--- src/rtl/nvm_pkg.sv ---
package nvm_pkg;
    localparam int NUM_BLK    = 2;
    localparam int BLK_BYTES  = 16;
    localparam int OFF_W      = $clog2(BLK_BYTES);
    localparam int BLK_W      = (NUM_BLK > 1) ? $clog2(NUM_BLK) : 1;
    localparam int RSV_W      = 6 - NUM_BLK;
    localparam int RELOAD_BLK = 1;

    typedef enum logic [1:0] {RG_RSVD, RG_NV, RG_SRAM, RG_STAT} region_e;

    typedef struct packed {
        region_e          rg;
        logic [BLK_W-1:0] blk;
        logic [OFF_W-1:0] off;
    } dec_t;

    typedef struct packed {
        logic               busy;
        logic               arm;
        logic [RSV_W-1:0]   rsv;
        logic [NUM_BLK-1:0] lk;
    } stat_t;

    // Bases must be aligned to BLK_BYTES.
    function automatic dec_t decode(input logic [7:0] a, input logic [7:0] nv_base,
                                    input logic [7:0] sram_base, input logic [7:0] stat_addr);
        dec_t d;
        logic [7:0] rel_nv;
        logic [7:0] rel_sr;
        rel_nv = a - nv_base;
        rel_sr = a - sram_base;
        d.rg   = RG_RSVD;
        d.blk  = '0;
        d.off  = a[OFF_W-1:0];
        if (a == stat_addr) begin
            d.rg = RG_STAT;
        end else if (rel_nv < 8'(NUM_BLK * BLK_BYTES)) begin
            d.rg  = RG_NV;
            d.blk = rel_nv[OFF_W +: BLK_W];
        end else if (rel_sr < 8'(BLK_BYTES)) begin
            d.rg = RG_SRAM;
        end
        return d;
    endfunction
endpackage

--- src/rtl/nvm_bank.sv ---
module nvm_bank import nvm_pkg::*; (
    input  logic             clk,
    input  logic             rst,
    input  logic             wr_en,
    input  logic [OFF_W-1:0] wr_off,
    input  logic [7:0]       wr_data,
    input  logic             commit,
    input  logic             recall,
    input  logic             lock_set,
    input  logic [OFF_W-1:0] rd_off,
    output logic [7:0]       rd_byte,
    output logic             locked,
    output logic [15:0]      head
);
    logic [7:0] shadow [BLK_BYTES];
    logic [7:0] store  [BLK_BYTES];

    always_ff @(posedge clk) begin
        if (rst) begin
            for (int i = 0; i < BLK_BYTES; i++) begin
                shadow[i] <= '0;
                store[i]  <= '0;
            end
            locked <= 1'b0;
        end else begin
            if (lock_set) locked <= 1'b1;
            if (recall) begin
                for (int i = 0; i < BLK_BYTES; i++) shadow[i] <= store[i];
            end else if (wr_en && !locked) begin
                shadow[wr_off] <= wr_data;
            end
            if (commit && !locked) begin
                for (int i = 0; i < BLK_BYTES; i++) store[i] <= shadow[i];
            end
        end
    end

    assign rd_byte = shadow[rd_off];
    assign head    = {store[1], store[0]};
endmodule

--- src/rtl/nvm_sram.sv ---
module nvm_sram import nvm_pkg::*; (
    input  logic             clk,
    input  logic             rst,
    input  logic             wr_en,
    input  logic [OFF_W-1:0] off,
    input  logic [7:0]       wr_data,
    output logic [7:0]       rd_byte
);
    logic [7:0] mem [BLK_BYTES];

    always_ff @(posedge clk) begin
        if (rst) begin
            for (int i = 0; i < BLK_BYTES; i++) mem[i] <= '0;
        end else if (wr_en) begin
            mem[off] <= wr_data;
        end
    end

    assign rd_byte = mem[off];
endmodule

--- src/rtl/nvm_ctrl.sv ---
module nvm_ctrl import nvm_pkg::*; #(
    parameter int COPY_CYCLES = 2000
) (
    input  logic               clk,
    input  logic               rst,
    input  logic               cmd_copy,
    input  logic               cmd_recall,
    input  logic               cmd_lock,
    input  logic               cmd_hit,
    input  logic [BLK_W-1:0]   cmd_blk,
    input  logic [NUM_BLK-1:0] locks,
    input  logic               arm_wr,
    input  logic               arm_val,
    output logic               busy,
    output logic               arm,
    output logic [NUM_BLK-1:0] commit,
    output logic [NUM_BLK-1:0] recall,
    output logic [NUM_BLK-1:0] lock_set
);
    localparam int CNT_W = $clog2(COPY_CYCLES + 1);

    logic [CNT_W-1:0] cnt;
    logic [BLK_W-1:0] tgt;
    logic idle_ok, do_copy, do_recall, do_lock, last;

    always_comb begin
        idle_ok   = !busy && cmd_hit;
        do_copy   = idle_ok && cmd_copy && !locks[cmd_blk];
        do_recall = idle_ok && !cmd_copy && cmd_recall;
        do_lock   = idle_ok && !cmd_copy && !cmd_recall && cmd_lock && arm;
        last      = busy && (cnt == CNT_W'(COPY_CYCLES - 1));
        commit    = '0;
        recall    = '0;
        lock_set  = '0;
        if (last)      commit[tgt]       = 1'b1;
        if (do_recall) recall[cmd_blk]   = 1'b1;
        if (do_lock)   lock_set[cmd_blk] = 1'b1;
    end

    always_ff @(posedge clk) begin
        if (rst) begin
            busy <= 1'b0;
            arm  <= 1'b0;
            cnt  <= '0;
            tgt  <= '0;
        end else begin
            if (do_copy) begin
                busy <= 1'b1;
                cnt  <= '0;
                tgt  <= cmd_blk;
            end else if (last) begin
                busy <= 1'b0;
            end else if (busy) begin
                cnt <= cnt + 1'b1;
            end
            if (do_lock)     arm <= 1'b0;
            else if (arm_wr) arm <= arm_val;
        end
    end
endmodule

--- src/rtl/nvshadow_mem.sv ---
module nvshadow_mem import nvm_pkg::*; #(
    parameter logic [7:0] NV_BASE     = 8'h20,
    parameter logic [7:0] SRAM_BASE   = 8'h80,
    parameter logic [7:0] STAT_ADDR   = 8'h07,
    parameter int         COPY_CYCLES = 2000
) (
    input  logic       clk,
    input  logic       rst,
    input  logic [7:0] addr,
    input  logic       wr_en,
    input  logic [7:0] wr_data,
    output logic [7:0] rd_data,
    input  logic       cmd_copy,
    input  logic       cmd_recall,
    input  logic       cmd_lock,
    input  logic [7:0] cmd_addr,
    output logic       reload_vld,
    output logic [7:0] reload_lo,
    output logic [7:0] reload_hi
);
    dec_t hd, cd;
    logic unused_cmd_off;
    logic busy, arm;
    logic [NUM_BLK-1:0] locks, commit, recall_v, lock_set;
    logic [7:0]  bank_rd [NUM_BLK];
    logic [15:0] head    [NUM_BLK];
    logic [7:0]  sram_rd, rd_next;
    stat_t       stat;

    assign hd = decode(addr, NV_BASE, SRAM_BASE, STAT_ADDR);
    assign cd = decode(cmd_addr, NV_BASE, SRAM_BASE, STAT_ADDR);
    assign unused_cmd_off = ^cd.off;

    nvm_ctrl #(.COPY_CYCLES(COPY_CYCLES)) u_ctrl (
        .clk(clk), .rst(rst),
        .cmd_copy(cmd_copy), .cmd_recall(cmd_recall), .cmd_lock(cmd_lock),
        .cmd_hit(cd.rg == RG_NV), .cmd_blk(cd.blk), .locks(locks),
        .arm_wr(wr_en && hd.rg == RG_STAT), .arm_val(wr_data[6]),
        .busy(busy), .arm(arm), .commit(commit), .recall(recall_v), .lock_set(lock_set)
    );

    for (genvar b = 0; b < NUM_BLK; b++) begin : g_bank
        nvm_bank u_bank (
            .clk(clk), .rst(rst),
            .wr_en(wr_en && !busy && hd.rg == RG_NV && hd.blk == BLK_W'(b)),
            .wr_off(hd.off), .wr_data(wr_data),
            .commit(commit[b]), .recall(recall_v[b]), .lock_set(lock_set[b]),
            .rd_off(hd.off), .rd_byte(bank_rd[b]),
            .locked(locks[b]), .head(head[b])
        );
    end

    nvm_sram u_sram (
        .clk(clk), .rst(rst),
        .wr_en(wr_en && hd.rg == RG_SRAM),
        .off(hd.off), .wr_data(wr_data), .rd_byte(sram_rd)
    );

    always_comb begin
        stat = '{busy: busy, arm: arm, rsv: '0, lk: locks};
        unique case (hd.rg)
            RG_NV:   rd_next = bank_rd[hd.blk];
            RG_SRAM: rd_next = sram_rd;
            RG_STAT: rd_next = stat;
            default: rd_next = '0;
        endcase
    end

    always_ff @(posedge clk) begin
        if (rst) begin
            rd_data    <= '0;
            reload_vld <= 1'b0;
            reload_lo  <= '0;
            reload_hi  <= '0;
        end else begin
            rd_data    <= rd_next;
            reload_vld <= recall_v[RELOAD_BLK];
            if (recall_v[RELOAD_BLK]) begin
                reload_lo <= head[cd.blk][7:0];
                reload_hi <= head[cd.blk][15:8];
            end
        end
    end
endmodule

--- config.mk ---
export PLATFORM = sky130hd
export DESIGN_NAME = nvshadow_mem
export DESIGN_NICKNAME = d
export VERILOG_FILES = /design/src/rtl/nvm_pkg.sv /design/src/rtl/nvm_bank.sv /design/src/rtl/nvm_sram.sv /design/src/rtl/nvm_ctrl.sv /design/src/rtl/nvshadow_mem.sv
export SDC_FILE = /design/constraint.sdc
export NUM_CORES = 1
export LEC_CHECK = 0
export BUFFER_PORTS_ARGS = -buffer_cell sky130_fd_sc_hd__buf_2
export CAP_MARGIN = 30
export CORE_MARGIN = 2
export CORE_UTILIZATION = 40
export DETAILED_ROUTE_END_ITERATION = 7
export PLACE_DENSITY = 0.54
export SLEW_MARGIN = 40
export SYNTH_ARGS = -nofsm -noshare
export SYNTH_HDL_FRONTEND = slang
export SYNTH_HIERARCHICAL = 1
export SYNTH_SLANG_ARGS = --single-unit
--- constraint.sdc ---
create_clock -name clk -period 5 [get_ports clk]
set_input_delay 0 -clock clk [delete_from_list [all_inputs] [get_ports clk]]
set_output_delay 0 -clock clk [all_outputs]
set_load 0.01 [all_outputs]
Word level (Yosys, flattened, before mapping)
Memories as Yosys holds them, arrays and structs flattened. Index checks and enable logic that the tools add are counted.

ROM bits: 0. Input bits: 30. Register bits after elaboration: 41. Memories: 5. Bits in latches: 0. Bits in writable memories: 640.

Reduce and logical (&&, ||, !) cells: 34. Multiplexer cells: 126. Multiply operators: 0. Magnitude comparators: 10. Add/sub/neg operators: 5. Shift-type cells: 0. Eq/ne operators: 7. Bitwise logic cells: 68. Divide/modulo/power cells: 0.

Memories: g_bank[0].u_bank.shadow (words 16, bits a word 8, rd ports 17, clocked after Yosys merged registers in 0, write ports 16, line nvm_bank.sv:15) `logic [7:0] shadow [BLK_BYTES];`; g_bank[0].u_bank.store (words 16, bits a word 8, rd ports 16, clocked after Yosys merged registers in 0, write ports 16, line nvm_bank.sv:16) `logic [7:0] store [BLK_BYTES];`; g_bank[1].u_bank.shadow (words 16, bits a word 8, rd ports 17, clocked after Yosys merged registers in 0, write ports 16, line nvm_bank.sv:15); g_bank[1].u_bank.store (words 16, bits a word 8, rd ports 16, clocked after Yosys merged registers in 0, write ports 16, line nvm_bank.sv:16); u_sram.mem (words 16, bits a word 8, rd ports 1, clocked after Yosys merged registers in 0, write ports 16, line nvm_sram.sv:9) `logic [7:0] mem [BLK_BYTES];`.

Operator list (count): 8-bit two-way mux (70); 1-bit OR (64); 16-bit two-way mux (3); 1-bit two-way mux (38); 8-bit case mux with 3 select lines (1); 8-bit OR reduction (3); 1-bit logical AND (21); 2-bit two-way mux (9); 8-bit by 3-bit equality test with 1-bit output (second input constant) (2); 8-bit by 5-bit < comparator with 1-bit output (second input constant) (2); 8-bit by 6-bit < comparator with 1-bit output (second input constant) (2); 8-bit by 6-bit subtractor with 8-bit output (second input constant) (2); 8-bit subtractor (second input constant) (2); 4-bit two-way mux (3); 11-bit by 1-bit adder with 11-bit output (second input constant) (1); 11-bit equality test (second input constant) (1); 1-bit logical NOT (6); 2-bit by 1-bit equality test with 1-bit output (second input constant) (2); 2-bit equality test (second input constant) (2); 2-bit greater-or-equal comparator (second input constant) (2); 1-bit by 2-bit < comparator with 1-bit output (second input constant) (2); 1-bit inverter with 2-bit output (2); 2-bit OR reduction (2); 1-bit demux with 1-bit select (2); 4 further kinds (6).

Depth between registers and ports, before layout
Word-level depth: 15. Depth in mapped cells: 13. Depth with buffers taken out: 10.

Cells and area by module
The synthesis kept the hierarchy.

Modules (own cells, without submodules): nvm_bank at g_bank[0].u_bank (cells an instance 745, seq. area each 7707.4 um^2, area an instance 11846.4 um^2, times used 1); nvm_bank at g_bank[1].u_bank (cells an instance 746, seq. area each 7707.4 um^2, area an instance 11797.6 um^2, times used 1); nvm_sram (cells an instance 376, seq. area each 3843.7 um^2, area an instance 5880.6 um^2, times used 1); nvshadow_mem (cells an instance 163, seq. area each 500.5 um^2, area an instance 1475.2 um^2, times used 1); nvm_ctrl (cells an instance 79, seq. area each 280.3 um^2, area an instance 715.7 um^2, times used 1).

Least setup slack after synthesis
OpenSTA, ideal clock, no wires.

Path type: reg2reg. From: reg u_ctrl.cnt[0]. To: mem g_bank[1].u_bank.store[0][0], enable pin. Slack: 0.454 ns. Data arrival time: 4.037 ns. Library setup time: 0.509 ns. Stages on the path, launching flop included: 6. Cell sequence: dfxtp_1 -> ha_1 -> nand4_2 -> nor4bb_1 -> nand2b_1 -> nand2b_1.

RTL lines: start, declared (line nvm_ctrl.sv:22) `logic [CNT_W-1:0] cnt;`; start signal, assigned (line nvm_ctrl.sv:54) `cnt <= cnt + 1'b1;`; end, declared (line nvm_bank.sv:16).

==> results.ini <==
[floorplan]
ios=55
die_h_um=286
dieArea_um2=81600
initial_core_util_pct=40.3
coreArea_um2=78700
die_w_um=286
rows=103

[grt]
track_usage_pct=19.5
grt_max_degree=92
antenna_found_initial=3
grt_pass1_vias=18670
overflow=0
grt_pass1_wl_mm=121

[synthesis]
synth_cell_type_count=67
synth_async_sr_flop_share_pct=0
syn_avg_cell_area_um2=15.0
yosys_warnings=6
netlist_area_um2=31700
ys_seq_area_share_pct=63.2
synth_compound_area_share_pct=7.95
synth_top_family_by_area=simple AND/OR/NAND/NOR gates
synth-seq-cells=681
synth_top_area_share_pct=60.6
synth_area_leaders=edfxtp_1, mux4_2, and2_1
muxShareOfSynthArea_pct=10.6
synth_xor_xnor_area_share_pct=0.347
synthAdderAreaFrac_pct=0.118
postSynthCellCount=2109
synth_nets=2142
synth-simple-area-share_pct=14.5
synth_edf_count=640
synth_flop_cell=edfxtp_1
yosysTopAreaCell=edfxtp_1

[timing]
maxSlewHeadroom_pct=43.0
setup-violations-final=0
fin_skew_ns=0.0177
setup_tns_ns=0
period_share_pct=78.2
slew_viol_final=0
min_period_ns=3.91
timing.fmax_mhz=256
tightest_slew_ns=0.855
hold_violations=0
rsz0062_at_grt=false

[clock_tree]
htree_levels=3
path_clk_slew_ns=0.06
worstSkewPairLatency_ns=0.61
cts_tree=done
clock_sinks=681
cts_max_path_buffers=3
cts_setup_buffers=0
postCtsHoldBufs=17
cts_made_buffers=75
cts_root_buffer=clkbuf_16
cts_resized=0

[final_layout]
fillers=6893
fin_area_um2=35600
drive_above_1_share_pct=23.6
syn_to_final_growth_pct=12.2
nets=2146

[power]
power-per-cell-area_nw_per_um2=362
vdd_drop_max_v=0.000198
power_leakage_nw=12.6
power.total_w=0.0129

[drt]
vias=18470
wl_per_cell_um=24.8
initialDrtViolationCount=1642
drc=0
vias_per_cell=5.73
postRouteAntennaNets=0
drt-total-wl_mm=80.0
first_pass_iters=5

[worst_setup_path]
crit_fanout=17
cp_cell_sequence=dlygate4sd3_1 -> buf_2 -> clkinv_1 -> nor3_1 -> nor2_1 -> buf_4 -> or4b_1 -> nor4_4 -> nand2b_1
cp-start-kind=input port
rrSetupSlack_ns=1.55
worst-path-stages=9
worstPathRequired_ns=5.26
crit_type=in2reg
crit_buf_inv=4
cp-endpoint=g_bank[0].u_bank/shadow[9][7]$_DFFE_PP_
rr_endpoint=g_bank[0].u_bank/shadow[9][7]$_DFFE_PP_
critPathTopFamily=simple AND/OR/NAND/NOR gates
cp_slowest_stage_delay_ns=0.90
critPathSlowestCell=or4b_1
rr_startpoint=u_ctrl/busy$_SDFFE_PP0P_
reg2reg_depth=7
startpoint=cmd_addr[4]
end_kind=flip-flop
worstPathArrival_ns=4.17

[run]
max_cap_viol_count=0

[status]
outcome=completed

[placed_design]
routabilityCongestion=0.836
place.detailed.hpwl_mm=48.5
place_area_um2=33000
io_buffers=50

[worst_hold_path]
hold_path.class=in2reg
hp-start=addr[7]

-- area by class of cell --
cell class                 instances  area (um2)  share of cell area [%]
tap                             1050        1310                    3.69
sequential                       681       20000                    56.3
timing repair buffer             124        1010                    2.83
multi-input combinational       1221       10800                    30.3
inverter                          10        37.5                   0.105
clock inverter                    42         403                    1.13
antenna                            3        7.51                  0.0211
clock buffer                      90        1980                    5.55
-- worst min-delay path, cell delays in order --
cell and delay, ns:
buf_2 0.15, nor4b_4 0.16, a32oi_1 0.17, a221oi_1 0.11
-- power breakdown --
part           switching, W  leakage (nW)  internal [W]
logic              0.000538          4.65      0.000295
registers          0.000106          6.83       0.00649
clock network       0.00224          1.16       0.00322
total               0.00288          12.6        0.0100
-- worst min path at each step --
stage | slack (ns) | cells after the start | to
after detailed placement | 0.40 | 1 | reload_vld
after floorplan | 0.07 | 1 | u_ctrl/busy$_SDFFE_PP0P_
after global routing | 0.08 | 4 | rd_data[6]$_SDFF_PP0_
after global placement | 0.40 | 1 | reload_vld
after CTS | 0.006 | 4 | rd_data[1]$_SDFF_PP0_
final | 0.06 | 4 | rd_data[6]$_SDFF_PP0_
-- kinds of logic (layout without fill, tap and decap cells) --
logic type	after synthesis	in the layout
multiplexers	204	204
other	0	3
AND/OR/NAND/NOR	727	727
XOR/XNOR	10	10
adder cells (fa/ha/maj)	3	3
buffers and inverters	207	266
flip-flops	681	681
AO/OA/AOI/OAI	277	277
-- cell usage after synthesis, types with 4 or more instances --
library cell and count:
a32o_1 106, nor2_2 4, mux4_2 96, buf_4 34, a32o_2 22, nor3_1 11
nor3_4 7, nand2_1 45, dfxtp_1 41, nor4_4 4, a32oi_1 8, nand2b_1 16
nand4_2 14, nor2b_1 206, buf_2 21, a211oi_1 4, a22o_1 32, a311oi_1 16
buf_6 10, nand3_1 10, and2_1 296, xor2_1 4, or2_2 17, nor2_1 53
clkbuf_1 122, a221oi_1 4, buf_1 7, inv_1 7, nand4_1 17, mux2_2 104
mux2i_1 4, edfxtp_1 640, a22oi_1 48, o31ai_1 17, o41ai_1 9
-- routing by layer --
metal | wire, um | vias up | GRT usage [%]
li1 | - | 8174 | -
met1 | 36600 | 9548 | 28.6
met2 | 35600 | 637 | 28.8
met3 | 5740 | 107 | 4.21
met4 | 1980 | 4 | 6.34
met5 | 23 | - | 0
-- flip-flops by register name, summed over array words and instances (netlist names) --
name and flops:
g_bank.u_bank/locked 2, u_ctrl/tgt 1, rd_data 8, reload_lo 8, u_ctrl/cnt 11, g_bank.u_bank/shadow 256, reload_vld 1, u_ctrl/busy 1
g_bank.u_bank/store 256, reload_hi 8, u_sram/mem 128, u_ctrl/arm 1
-- per-stage QoR --
stage | hold slack (ns) | setup WS (ns) | cells | utilization, %
floorplan | 0.0691 | 0.454 | 2109 | -
detailed placement | 0.399 | 0.928 | 3068 | 41.9
global route | 0.0774 | 0.769 | 3218 | 45.2
global placement | 0.402 | 1.02 | 3063 | 41.7
finish | 0.0580 | 1.09 | 3221 | 45.2
CTS | 0.00583 | 1.16 | 3217 | 45.1
-- cells in the final DEF (no fill, tap or decap), drive strengths merged, types with 45 or more instances in the layout --
cell      n
a22oi    48
nand2    45
mux4     96
edfxtp  640
and2    297
a32o    128
buf     106
clkbuf   91
nor2     57
nor2b   206
mux2    104
No activity file was read; power rests on OpenSTA's default activity.
